**config.mk**
```make
export PLATFORM = sky130hd
export DESIGN_NAME = dma_page_tracker
export DESIGN_NICKNAME = d
export VERILOG_FILES = /design/src/rtl/dma_page_tracker.sv
export SDC_FILE = /design/constraint.sdc
export NUM_CORES = 1
export LEC_CHECK = 0
export BUFFER_PORTS_ARGS = -buffer_cell sky130_fd_sc_hd__buf_2
export CORE_MARGIN = 5
export CORE_UTILIZATION = 50
export DETAILED_ROUTE_END_ITERATION = 16
export PLACE_DENSITY = 0.77
export SLEW_MARGIN = 40
export SYNTH_ARGS = -nofsm -noshare
export SYNTH_HDL_FRONTEND = slang
export SYNTH_SLANG_ARGS = --single-unit
```
**constraint.sdc**
```tcl
create_clock -name clk -period 3.55 [get_ports clk]
set_clock_uncertainty 0.2 [all_clocks]
set_input_delay 0.71 -clock clk [delete_from_list [all_inputs] [get_ports clk]]
set_output_delay 0.71 -clock clk [all_outputs]
set_load 0.01 [all_outputs]
```
**src/rtl/dma_page_tracker.sv**
```systemverilog
module dma_page_tracker #(
  parameter int NCH   = 8,
  parameter int CASC  = 4,
  parameter int PGW   = 8,
  parameter int OFFW  = 16
) (
  input  logic              clk,
  input  logic              rst_n,
  input  logic              io_we,
  input  logic [3:0]        io_addr,
  input  logic [7:0]        io_wdata,
  output logic [7:0]        io_rdata,
  input  logic [NCH-1:0]    dack_n,
  output logic              ctl_hlda,
  input  logic [OFFW-1:0]   ctl_off,
  input  logic              ctl_word,
  input  logic              ctl_rd,
  input  logic              ctl_wr,
  input  logic [7:0]        ctl_wdata,
  output logic [7:0]        ctl_rdata,
  output logic [PGW+OFFW-1:0] mem_addr,
  output logic              mem_rd,
  output logic              mem_wr,
  output logic [15:0]       mem_wdata,
  input  logic [15:0]       mem_rdata,
  input  logic              eop_in,
  output logic [NCH-1:0]    eop_out,
  output logic              act_valid,
  output logic [$clog2(NCH)-1:0] act_chan
);
  localparam int CW = $clog2(NCH);
  localparam int AW = PGW + OFFW;

  logic [7:0]     pages [16];
  logic [NCH-1:0] dack_q;
  logic [7:0]     hi_q;
  logic [NCH-1:0] fell;
  logic           any_fell;
  logic [CW-1:0]  new_ch;

  function automatic logic [2:0] slot_of(input logic [1:0] ch);
    case (ch)
      2'd0: slot_of = 3'd7;
      2'd1: slot_of = 3'd3;
      2'd2: slot_of = 3'd1;
      default: slot_of = 3'd2;
    endcase
  endfunction

  always_ff @(posedge clk or negedge rst_n) begin
    if (!rst_n) begin
      for (int i = 0; i < 16; i++) pages[i] <= '0;
    end else if (io_we) begin
      pages[io_addr] <= io_wdata;
    end
  end

  assign io_rdata = pages[io_addr];

  always_comb begin
    fell = dack_q & ~dack_n;
    fell[CASC] = 1'b0;
  end

  always_comb begin
    any_fell = 1'b0;
    new_ch   = '0;
    for (int c = 0; c < NCH; c++)
      if (fell[c]) begin
        any_fell = 1'b1;
        new_ch   = CW'(c);
      end
  end

  always_ff @(posedge clk or negedge rst_n) begin
    if (!rst_n) begin
      dack_q    <= '1;
      act_valid <= 1'b0;
      act_chan  <= '0;
    end else begin
      dack_q <= dack_n;
      if (any_fell) begin
        act_valid <= 1'b1;
        act_chan  <= new_ch;
      end else if (act_valid && dack_n[act_chan]) begin
        act_valid <= 1'b0;
      end
    end
  end

  logic [1:0]     ch4;
  logic [PGW-1:0] pg_byte, pg_word;
  assign ch4     = act_chan[1:0];
  assign pg_byte = pages[{1'b0, slot_of(ch4)}];
  assign pg_word = pages[{1'b1, slot_of(ch4)}];

  assign mem_addr = ctl_word ? ({pg_word, {OFFW{1'b0}}} + AW'({ctl_off, 1'b0}))
                             : {pg_byte, ctl_off};

  assign mem_rd    = ctl_rd & act_valid;
  assign mem_wr    = ctl_wr & act_valid;
  assign ctl_rdata = act_valid ? mem_rdata[7:0] : 8'hFF;
  assign mem_wdata = ctl_word ? {hi_q, ctl_wdata} : {8'h00, ctl_wdata};

  always_ff @(posedge clk or negedge rst_n) begin
    if (!rst_n) hi_q <= '0;
    else if (ctl_rd && ctl_word && act_valid) hi_q <= mem_rdata[15:8];
  end

  assign eop_out  = (eop_in && act_valid) ? (NCH'(1) << act_chan) : '0;
  assign ctl_hlda = ~dack_n[CASC];

  assert_no_wr_idle_R6: assert property (@(posedge clk) disable iff (!rst_n)
    !act_valid |-> (!mem_wr && !mem_rd));
  assert_eop_single_R8: assert property (@(posedge clk) disable iff (!rst_n)
    $onehot0(eop_out));
  assert_owner_ack_low_R5: assert property (@(posedge clk) disable iff (!rst_n)
    act_valid |-> ((($past(dack_n) >> act_chan) & NCH'(1)) == '0));
  assert_cascade_not_owner_R9: assert property (@(posedge clk) disable iff (!rst_n)
    act_valid |-> (act_chan != CW'(CASC)));
  assert_hi_latch_R7: assert property (@(posedge clk) disable iff (!rst_n)
    (ctl_rd && ctl_word && act_valid) |=> (hi_q == $past(mem_rdata[15:8])));
endmodule

```
==> summary by stage, run 1 <==
CTS
The clock latency at the later pin of the worst-skew pair is 0.42 ns. The root buffer cell is sky130_fd_sc_hd__clkbuf_16. CTS built an H-tree with a depth of 4. The maximum number of buffers from clock root to sink is 2.

TritonCTS built the clock tree. The clock edge transition at the registers on the reported setup and hold paths is 0.06 ns. The number of buffers added to fix hold violations after cts is 0. The CTS buffer count is 17. The CTS sink count is 147.

Critical path
The largest incremental delay on the critical path is 0.57 ns. The largest fanout on the critical path is 11. Measured in cells, the most critical reg-to-reg path has a length of 4.

The slack of the worst reg-to-reg path is 1.63 ns. STA classifies the critical path endpoint as an output pin. The type of origin of the critical path is a flip-flop. The endpoint of the lowest-slack register-to-register path is act_chan[0].

Data on the critical path is required at its endpoint by about 2.6 ns. Traced cell by cell, the critical path runs through buf_6 -> mux4_2 -> or4_4 -> a31oi_4 -> buf_6. The worst reg2reg path startpoint is dack_q[3].

The critical path class is reg2out. For this design, the slowest cell found on the critical path is sky130_fd_sc_hd__mux4_2. The arrival time of data at the critical path endpoint is 2.56 ns. Among the stages of the critical path, the cell type that occurs most often is sky130_fd_sc_hd__buf_6.

GRT
The largest net degree at the start of global routing is 85. The first global-routing pass estimated 30.4 mm of wire. The number of global-route vias before repair came to 5422.

The global-route usage over all layers is 22.5%. The global-route congestion overflow total is 0. The number of antenna violations at the first check in global routing is 0.

Finish
Summing all flip-flop and latch instances after layout gives 3690 um2. The filler cell count is 1140. The fraction of layout cells with a size suffix above 1 is approximately three fifths. Relative to the synthesized area, the layout overhead comes to 18.4%. The final design area excluding fillers is 9050 um2. The area of the multi-input gates is 3760 um2.

The repair_antennas step left the layout with diodes totalling 0. In the final design database the tool counted 702 nets. The final cell utilization of the core is 60.0%.

Logic synthesis
After synthesis, the most frequently instantiated cells are 153 x sky130_fd_sc_hd__mux2_2, 140 x sky130_fd_sc_hd__dfrtp_1, 55 x sky130_fd_sc_hd__mux4_2. The library cell with the highest instance count after synthesis is sky130_fd_sc_hd__mux2_2. The number of unique standard cell types used by synthesis is 39. The count of flip-flops with a built-in enable after synthesis is 0. In the post-synthesis netlist, the biggest area contributors are sky130_fd_sc_hd__dfrtp_1 46%, sky130_fd_sc_hd__mux2_2 23%, sky130_fd_sc_hd__mux4_2 16%. The mean area per synthesized cell is 14.8 um2. The post-synthesis sequential area ratio is 48.2%. The synthesized design contains 147 register bits.

The share of flip-flops with an asynchronous set or reset after synthesis is between 90% and 100%. The Yosys step of the flow raised 0 warnings. The post-synthesis cell count is 516. The top cell type by area accounts for 45.8% of the synthesized area. The mapped cell area is 7650 um2. Synthesis produced a netlist with a net count of 585. The synthesized design spends more area on one cell type than any other, namely sky130_fd_sc_hd__dfrtp_1. The dominant register cell in the synthesized netlist is sky130_fd_sc_hd__dfrtp_1.

Timing
Headroom to the max-slew limit came out at 50.6%. After layout, the worst path uses 97.7% of the clock period. The total count of hold-check failures in the final report is 0. Based on the critical path, the design can be clocked at up to 0.288 GHz. Setup repair after global routing left no endpoint under its margin.

The transition time of the tightest slew-check pin is roughly 0.74 ns. The minimum period implied by the final worst setup slack is 3.47 ns. Hold is met by between 0.1 and 0.15 ns.

The final count of pins violating max slew is 0. Setup violations remaining at the end of the flow were counted as 0.

Routing
The total via count after detailed routing is between 5000 and 6000. In this run the remaining antenna-violating nets after routing total 0. The first-iteration detailed-routing DRC count is 360. The first detailed-routing pass ran for 4 iterations. After detailed routing, the average wire length per cell comes to 23.5 um.

The DRC violation count after routing is 0. The per-cell via count in the routed design is 6.11. The final wirelength is 19.5 mm.

Placed design
The standard cell area after detailed placement is approximately 8400 um2. The weighted congestion reported at the end of routability-driven placement is 0.863. Detailed placement finished with a half-perimeter wire length of 13.5 mm. During placement, the flow inserted port buffers numbering 121.

Floorplan
The effective utilization at floorplan is 50.7%. The die height is 134 um. The site row count is 45.

The core area is between 15000 and 20000 um2. The top-level I/O count is 138. The floorplan step defined a die boundary enclosing 17900 um2. The horizontal die dimension is 134 um.

Worst hold path
The kind of path behind the tightest hold check is in2async.

Power and ir drop
The power density over the cells is around 580 nW/um2. The worst ir drop on vdd is about 470 uV. For this design the static power due to leakage is 3.95 nW.

Job
The number of maximum-capacitance violations is 0.

Status
The run finished with clean final reports.
[state kept, by name, summed over array words and instances (netlist names)]
register	cells
dack_q	7
act_valid	1
act_chan	3
pages	128
hi_q	8
[placed cells by master, fill, tap and decap left out, types with 5 or more instances in the layout]
cell / n
sky130_fd_sc_hd__and2_1: 10
sky130_fd_sc_hd__buf_2: 119
sky130_fd_sc_hd__buf_4: 13
sky130_fd_sc_hd__clkbuf_1: 6
sky130_fd_sc_hd__clkbuf_16: 17
sky130_fd_sc_hd__dfrtp_1: 140
sky130_fd_sc_hd__dfstp_2: 7
sky130_fd_sc_hd__mux2_2: 153
sky130_fd_sc_hd__mux4_2: 56
sky130_fd_sc_hd__nand2_1: 10
sky130_fd_sc_hd__nand2b_1: 15
sky130_fd_sc_hd__nand3b_1: 5
sky130_fd_sc_hd__nor2_1: 16
sky130_fd_sc_hd__nor2_2: 9
sky130_fd_sc_hd__nor2b_1: 8
sky130_fd_sc_hd__or3_1: 5
[where the power goes]
group	internal [mW]	total (mW)	switching [mW]
logic	0.754	1.28	0.522
clock network	1.08	1.73	0.645
registers	2.05	2.29	0.241
total	3.88	5.29	1.41
[metrics by stage]
step	setup TNS, ns	power, mW	std cells	worst slack, ns
floorplan	0	3.14	516	0.0703
global placement	0	3.49	802	0.317
detailed placement	0	3.56	802	0.300
CTS	-0.0120	5.31	833	-0.0120
global route	0	5.55	833	0.0121
finish	0	5.29	833	0.0832
[metal layers]
layer  routed length (um)  track usage (%)  up-vias
met5                    0                0        -
li1                     -                -     2176
met3                 1790             7.02       46
met1                 7660             28.9     2616
met2                 9550             36.7      248
met4                  534             7.71        0
[repair_timing]
item                                    CTS  global route
setup buffers                             0             0
pin swaps                                 1             3
gates resized for setup                   5             8
endpoints found under the setup margin    2             3
[area by class of cell]
class	instances	area share, %
Clock buffer	26	5.40
Clock inverter	5	0.829
Inverter	3	0.124
Multi-Input combinational cell	325	41.5
Sequential cell	147	40.7
Tap cell	188	2.60
Timing Repair Buffer	139	8.83
[kinds of logic (layout without fill, tap and decap cells)]
family | Yosys count | in the layout | synth area share (%)
compound gates | 17 | 17 | 1.44
flops | 147 | 147 | 48.2
fa+ha+maj | 2 | 2 | 0.327
xor+xnor | 3 | 3 | 0.344
buf+inv | 44 | 173 | 3.07
simple gates | 89 | 89 | 6.48
mux | 214 | 214 | 40.1
[how the worst max path moves through the flow]
| stage | endpoint | cells past startpoint | startpoint | slack, ns |
|---|---|---|---|---|
| floorplan | mem_addr[22] | 9 | act_chan[1] | 0.07 |
| global route | mem_addr[20] | 7 | act_chan[0] | 0.01 |
| CTS | mem_addr[22] | 7 | act_chan[0] | -0.01 |
| finish | mem_addr[22] | 5 | act_chan[0] | 0.08 |
| detailed placement | mem_addr[22] | 7 | ctl_off[15] | 0.30 |
| global placement | mem_addr[22] | 7 | ctl_off[15] | 0.32 |
[critical path: cells and delay by family (launching register included)]
family / cells / cell delay (ns)
multiplexers: 1 / 0.57
AND/OR/NAND/NOR: 1 / 0.57
buffers and inverters: 2 / 0.35
flip-flops: 1 / 0.38
AO/OA/AOI/OAI: 1 / 0.25
(Power assumes the default switching activity.)
==> inputs of run 2 (changes only) <==
--- a/config.mk
+++ b/config.mk
@@ -6,10 +6,11 @@
 export NUM_CORES = 1
 export LEC_CHECK = 0
 export BUFFER_PORTS_ARGS = -buffer_cell sky130_fd_sc_hd__buf_2
+export CORE_ASPECT_RATIO = 1.5
 export CORE_MARGIN = 5
-export CORE_UTILIZATION = 50
+export CORE_UTILIZATION = 55
 export DETAILED_ROUTE_END_ITERATION = 16
-export PLACE_DENSITY = 0.77
+export PLACE_DENSITY = 0.83
 export SLEW_MARGIN = 40
 export SYNTH_ARGS = -nofsm -noshare
 export SYNTH_HDL_FRONTEND = slang
==> run 2 against run 1 <==
Against the previous run:
- non-clock buffer count is 6 lower
- die area is 8.2% lower
- register-to-register slack worse by 0.14 ns
- critical path depth is 2 higher
- highest routed layer unchanged
==> summary by stage, run 2 (synthesized netlist as in run 1, its figures left out) <==
Critical path
The largest fanout on the critical path came to 6 (was 11). The type of origin of the critical path is a flip-flop (unchanged). The highest-delay cell along the critical path is sky130_fd_sc_hd__or4_1 (was sky130_fd_sc_hd__mux4_2). The category of the worst setup path capture point was an output pin (unchanged). The arrival time of data at the critical path endpoint is 2.52 ns (was 2.56 ns). Cell Chain, Critical Path: mux4_2 -> ha_4 -> nand2_1 -> o22a_2 -> or4_1 -> a31oi_1 -> buf_2 (was buf_6 -> mux4_2 -> or4_4 -> a31oi_4 -> buf_6). The worst endpoint required time is 2.64 ns (about the same).

The largest incremental delay on the critical path is 0.50 ns (was 0.57 ns). The critical path class was reg2out (unchanged).

CTS
The H-tree depth is 4 (unchanged). The clock tree from TritonCTS is built (unchanged). The clock edge transition at the registers on the reported setup and hold paths is 0.06 ns (about the same). The CTS buffer count is 17 (unchanged). The clock latency at the later pin of the worst-skew pair came to 0.42 ns (about the same). The maximum number of buffers from clock root to sink came to 2 (unchanged). The CTS sink count was 147 (unchanged). The root buffer cell is sky130_fd_sc_hd__clkbuf_16 (unchanged).

Finish
The final design area excluding fillers is 9070 um2 (was 9050 um2). The most common cell after layout, fill and taps aside is sky130_fd_sc_hd__mux2_2 (unchanged). The filler cell count came to 895 (was 1140). The final cell utilization of the core is 66.7% (was 60.0%). The fraction of layout cells with a size suffix above 1 came to 60.9% (was 61.1%). The synthesis-to-layout area growth was 18.5% (was 18.4%).

The area of the multi-input gates is 3740 um2 (was 3760 um2). Commonest non-fill, non-tap cells in the layout: 153 x sky130_fd_sc_hd__mux2_2, 140 x sky130_fd_sc_hd__dfrtp_1, 120 x sky130_fd_sc_hd__buf_2 (was 153 x sky130_fd_sc_hd__mux2_2, 140 x sky130_fd_sc_hd__dfrtp_1, 119 x sky130_fd_sc_hd__buf_2). The area taken by flip-flops and latches is 3690 um2 (unchanged).

The number of flip-flops in the largest register is 128 (unchanged). The total number of nets in the final design is 696 (was 702). Top Registers: pages: 128 flops, hi_q: 8 flops, dack_q: 7 flops (unchanged).

The register with the most flip-flops is pages (unchanged).

Placed design
The standard cell area after detailed placement is 8360 um2 (was 8430 um2). The placed wire-length estimate after detailed placement is 13.8 mm (was 13.5 mm). The number of buffer cells added on primary ports is 121 (unchanged).

The weighted congestion reported at the end of routability-driven placement is 0.828 (was 0.863).

Floorplan
The top-level I/O count is 138 (unchanged). The horizontal die dimension came to 106 um (was 134 um). The effective utilization at floorplan is 56.3% (was 50.7%). The site row count is 52 (was 45). The die outline area is 16400 um2 (was 17900 um2).

The core area was 13600 um2 (was 15100 um2). The die height is 154 um (was 134 um).

Timing
The transition time of the tightest slew-check pin came to 0.855 ns (was 0.741 ns). The headroom to the max-slew limit is 43.0% (was 50.6%). The setup TNS after final layout is 0 ns (unchanged). The total count of hold-check failures in the final report is 0 (unchanged).

Unrepaired setup endpoints after global routing: false (unchanged). The minimum period implied by the final worst setup slack was 3.43 ns (was 3.47 ns). The maximum clock frequency is 0.291 GHz (was 0.288 GHz).

The share of the clock period used by the worst path after layout is 96.7% (was 97.7%). The setup violation total in the final timing report is 0 (unchanged). The final count of pins violating max slew was 0 (unchanged).

Routing
The final routed wire length divided by cell count is 25.0 um (was 23.5 um). The number of search-and-repair iterations in the first detailed-routing pass is 5 (was 4). The first-iteration detailed-routing DRC count is 430 (was 360).

The total via count after detailed routing was 5185 (was 5086). The final wirelength is 20.1 mm (was 19.5 mm). The per-cell via count in the routed design came to 6.46 (was 6.11). The post-detailed-route count of antenna-violating nets was 0 (unchanged). The DRC violation count after routing came to 0 (unchanged).

GRT
The most used routing layer in global routing is met2 (unchanged). The global-route usage over all layers is 25.4% (was 22.5%). The number of antenna violations at the first check in global routing is 0 (unchanged). The met3 track utilization from global routing came to 6.76% (was 7.02%).

The largest net degree at the start of global routing came to 93 (was 85). The global-route track usage on met2 is 43.2% (was 36.7%). The global-route congestion overflow total is 0 (unchanged). The number of global-route vias before repair is 5450 (was 5422).

The global-route wire length before repair came to 31.5 mm (was 30.4 mm). The fraction of met1 tracks used by global routing was 30.2% (was 28.9%).

Power and ir drop
The clock share of power came to 36.3% (was 32.7%). The relative contribution of sequential cells to total power is 41.3% (was 43.2%). The part of the power in combinational logic is 22.4% (was 24.1%). The worst ir drop on vdd is 342 uV (was 466 uV). The switching power is 1.51 mW (was 1.41 mW). The reported leakage power came to 3.96 nW (was 3.95 nW).

The power density over the cells came to 623 nW/um2 (was 584 nW/um2). The net switching share of the total power came to 26.8% (was 26.6%). The internal power consumption is 4.13 mW (was 3.88 mW).

Job
The number of maximum-capacitance violations is 0 (unchanged).

Status
Status: finished, final reports clean (unchanged).

Worst hold path
The kind of path behind the tightest hold check is in2async (unchanged).
run 2: area by class of cell:
class                   instances  area share, %
diodes                          1         0.0276
clock buffers                  20           4.93
clock inverters                12           2.53
inverters                       3          0.124
multi-input cells             325           41.3
flip-flops and latches        147           40.7
well taps                     162           2.24
repair buffers                133           8.23
run 2: worst paths after layout:
check / start / end / slack, ns / cells after the start
setup / recovery: act_chan[0] / mem_addr[22] / 0.12 / 7
setup reg to reg: dack_q[3] / act_chan[0] / 1.49 / 4
hold reg to reg: hi_q[3] / hi_q[3] / 0.30 / 1
hold / removal: rst_n / pages[86] / 0.15 / 1
min in group clk: dack_n[6] / dack_q[6] / 0.21 / 1
max in group asynchronous: rst_n / pages[92] / 2.21 / 2
run 2: through the flow:
stage | total power [mW] | std cells | hold slack [ns] | setup WS [ns]
3_3_place_gp | 3.51 | 769 | 0.278 | 0.341
6_report | 5.64 | 803 | 0.153 | 0.116
5_1_grt | 5.86 | 802 | 0.195 | 0.0162
4_1_cts | 5.64 | 801 | 0.201 | 0.0524
2_1_floorplan | 3.14 | 516 | 0.214 | 0.0703
3_5_place_dp | 3.59 | 769 | 0.286 | 0.320
run 2: what timing repair did:
item	4_1_cts	5_1_grt
hold buffers	0	0
buffers inserted	0	1
resized for setup	0	4
setup endpoints to repair	0	1
run 2: layer usage:
metal  up-vias  share of wire [%]
met5         -                  0
met4         0                4.5
met1      2655                 36
li1       2156                  -
met2       306                 51
met3        68                8.8
run 2: worst max-delay path: cells and delay by family (launching register included):
family	cells	cell delay, ns
and+or+nand+nor	2	0.55
adders and majority gates	1	0.16
muxes	1	0.40
AOI/OAI and AO/OA	2	0.42
buffers and inverters	1	0.15
DFF	1	0.42
run 2: power by group through the flow:
stage	registers, mW	clock network, mW	logic, mW
2_1_floorplan	2.21	0	0.927
3_3_place_gp	2.31	0	1.19
3_5_place_dp	2.34	0	1.25
4_1_cts	2.32	2.06	1.26
5_1_grt	2.36	2.14	1.37
6_report	2.33	2.05	1.27
==> inputs of run 3 (changes only) <==
==> constraint.sdc (replaced) <==
create_clock -name clk -period 3.55 [get_ports clk]
set_clock_uncertainty 0.2 [all_clocks]
set_input_delay 1.065 -clock clk [delete_from_list [all_inputs] [get_ports clk]]
set_output_delay 1.065 -clock clk [all_outputs]
set_load 0.01 [all_outputs]
==> run 3 against run 2 <==
Against the previous run:
- flip-flop and latch count did not move
- clock-buffer cell count down 1
- critical endpoint is now io_rdata[6]
- worst hold slack better by 0.15 ns
- register-to-register slack better by 0.06 ns
- the flow now finishes with violations (negative setup slack)
- clock power down 13%
- maximum frequency shrank 9.2%
- largest power group unchanged
==> summary by stage, run 3 (synthesized netlist as in run 1, its figures left out) <==
Finish
The area of the multi-input gates came to 3770 um2 (was 3740 um2). The most common cell after layout, fill and taps aside is sky130_fd_sc_hd__mux2_2 (unchanged). The number of flip-flops in the largest register is 128 (unchanged). The area taken by flip-flops and latches is 3690 um2 (about the same). The filler cell count is 859 (was 895). The total number of nets in the final design is 729 (was 696). The synthesis-to-layout area growth is 23.0% (was 18.5%).

The register with the most flip-flops is pages (unchanged). Top Registers: pages: 128 flops, hi_q: 8 flops, dack_q: 7 flops (unchanged). The final design area excluding fillers is 9410 um2 (was 9070 um2). The number of antenna diodes is 0 (was 1). The fraction of layout cells with a size suffix above 1 was 63.7% (was 60.9%). The post-layout instance count excluding filler cells is 835 (was 803). Commonest non-fill, non-tap cells in the layout: 153 x sky130_fd_sc_hd__mux2_2, 139 x sky130_fd_sc_hd__dfrtp_1, 110 x sky130_fd_sc_hd__buf_2 (was 153 x sky130_fd_sc_hd__mux2_2, 140 x sky130_fd_sc_hd__dfrtp_1, 120 x sky130_fd_sc_hd__buf_2).

Placed design
The standard cell area after detailed placement is 8580 um2 (was 8360 um2). The number of buffer cells added on primary ports was 121 (unchanged). The number of placed instances with taps included is 796 (was 769). The placed wire-length estimate after detailed placement is 14.6 mm (was 13.8 mm). The weighted congestion reported at the end of routability-driven placement is 0.885 (was 0.828). The worst slack after detailed placement is -0.351 ns (was 0.320 ns).

Critical path
The slack of the worst reg-to-reg path is 1.55 ns (was 1.49 ns). The category of the worst setup path capture point is an output pin (unchanged). The type of origin of the critical path is a primary input (was flip-flop). The critical path class is in2out (was reg2out).

The arrival time of data at the critical path endpoint was 2.52 ns (about the same). The largest fanout on the critical path is 7 (was 6). The worst endpoint required time came to 2.28 ns (was 2.64 ns).

Timing
The minimum period implied by the final worst setup slack is 3.78 ns (was 3.43 ns). The final count of pins violating max slew came to 0 (unchanged). The setup violation total in the final timing report is 15 (was 0). The maximum clock frequency is 0.265 GHz (was 0.291 GHz). The setup TNS after final layout is -2.57 ns (was 0 ns). The transition time of the tightest slew-check pin came to 0.766 ns (was 0.855 ns). The share of the clock period used by the worst path after layout is 106% (was 96.7%). Unrepaired setup endpoints after global routing: true (was false). The setup slack of the critical path after layout is -0.230 ns (was 0.116 ns). The headroom to the max-slew limit is 47.6% (was 43.0%).

The total count of hold-check failures in the final report came to 0 (unchanged).

Power and ir drop
The reported leakage power is 4.15 nW (was 3.96 nW). The power density over the cells came to 586 nW/um2 (was 623 nW/um2). The worst ir drop on vdd is 326 uV (was 342 uV). The total power draw is 5.52 mW (was 5.64 mW).

Floorplan
The core area came to 13600 um2 (unchanged). The die height came to 154 um (unchanged). The top-level I/O count is 138 (unchanged). The die outline area came to 16400 um2 (unchanged). The effective utilization at floorplan came to 56.3% (unchanged). The site row count was 52 (unchanged). The horizontal die dimension is 106 um (unchanged).

Routing
The uppermost layer routed is met5 (was met4). The first-iteration detailed-routing DRC count is 386 (was 430). The final routed wire length divided by cell count is 25.9 um (was 25.0 um).

The wire length on met3 is 1.83 mm (was 1.76 mm). The total via count after detailed routing came to 5360 (was 5185). The wire length on met1 is 7.61 mm (was 7.22 mm). The number of search-and-repair iterations in the first detailed-routing pass was 5 (unchanged). The per-cell via count in the routed design is 6.42 (was 6.46).

The wire length on met2 was 11.2 mm (was 10.2 mm). The post-detailed-route count of antenna-violating nets is 0 (unchanged). The DRC violation count after routing is 0 (unchanged). The final wirelength is 21.6 mm (was 20.1 mm).

CTS
The clock edge transition at the registers on the reported setup and hold paths is 0.06 ns (about the same). The CTS sink count is 147 (unchanged). The maximum number of buffers from clock root to sink is 2 (unchanged).

The clock tree from TritonCTS is built (unchanged). The root buffer cell is sky130_fd_sc_hd__clkbuf_16 (unchanged). The CTS buffer count was 17 (unchanged). The H-tree depth was 4 (unchanged). The clock latency at the later pin of the worst-skew pair is 0.42 ns (about the same). The number of buffers added to fix hold violations after cts is 0 (unchanged).

Status
The checks that failed: negative setup slack. Status: finished with violations (was finished, final reports clean).

GRT
The number of global-route vias before repair is 5855 (was 5450). The global-route congestion overflow total was 0 (unchanged). The number of antenna violations at the first check in global routing is 1 (was 0). The global-route wire length before repair was 33.3 mm (was 31.5 mm). The largest net degree at the start of global routing is 67 (was 93). The global-route usage over all layers is 27.1% (was 25.4%).

Job
The number of maximum-capacitance violations was 0 (unchanged).

Worst hold path
The kind of path behind the tightest hold check is reg2reg (was in2async).
## run 3: cell types whose count changed in the layout (fill, tap and decap cells not counted), sizes merged
cell      previous run  this run
buf                132       166
clkinv               3         6
inv                  3         7
clkbuf              21        19
bufinv               6         2
clkinvlp             3         1
diode                1         0
## run 3: timing repair
| item | CTS | global route |
|---|---|---|
| endpoints found under the hold margin | 0 | 0 |
| setup endpoints to repair | 15 | 15 |
| setup buffers | 3 | 2 |
| gates cloned | 2 | 0 |
| pin swaps | 1 | 4 |
| resized for setup | 19 | 13 |
## run 3: critical path: stages
cell                     delay (ns)
sky130_fd_sc_hd__buf_16        0.13
sky130_fd_sc_hd__buf_12        0.15
sky130_fd_sc_hd__mux4_2        0.50
sky130_fd_sc_hd__mux4_2        0.51
sky130_fd_sc_hd__buf_6         0.14
## run 3: area by class of cell
cell class                 count  area share [%]
inverter                       3           0.120
clock buffer                  19            4.71
timing repair buffer         166            12.2
clock inverter                13            1.57
tap                          162            2.15
multi-input combinational    325            40.1
sequential                   147            39.2
## run 3: metal layers
| layer | global-route usage [%] | up-vias |
|---|---|---|
| met5 | 0 | - |
| li1 | - | 2215 |
| met3 | 6.71 | 67 |
| met4 | 14.3 | 2 |
| met2 | 46.6 | 309 |
| met1 | 31.0 | 2767 |
## run 3: path summary, 6_finish.rpt
check,startpoint,to,cells after the start
setup reg to reg,dack_q[3],act_chan[0],4
hold reg to reg,hi_q[4],hi_q[4],1
max in group asynchronous,rst_n,dack_q[5],2
hold / removal,hi_q[4],hi_q[4],1
setup / recovery,io_addr[0],io_rdata[6],5
min in group asynchronous,rst_n,pages[61],1
## run 3: per-stage QoR
stage / hold slack [ns] / utilization, %
2_1_floorplan: 0.271 / -
3_3_place_gp: 0.280 / 63.1
3_5_place_dp: 0.292 / 63.1
4_1_cts: 0.305 / 68.6
5_1_grt: 0.310 / 69.2
6_report: 0.301 / 69.2
## run 3: report_power, final
part	internal [mW]	total (mW)	switching (mW)	leakage [nW]
Clock	1.06	1.79	0.730	0.289
Sequential	2.05	2.33	0.283	1.78
Combinational	0.823	1.40	0.574	2.08
Total	3.93	5.52	1.59	4.15
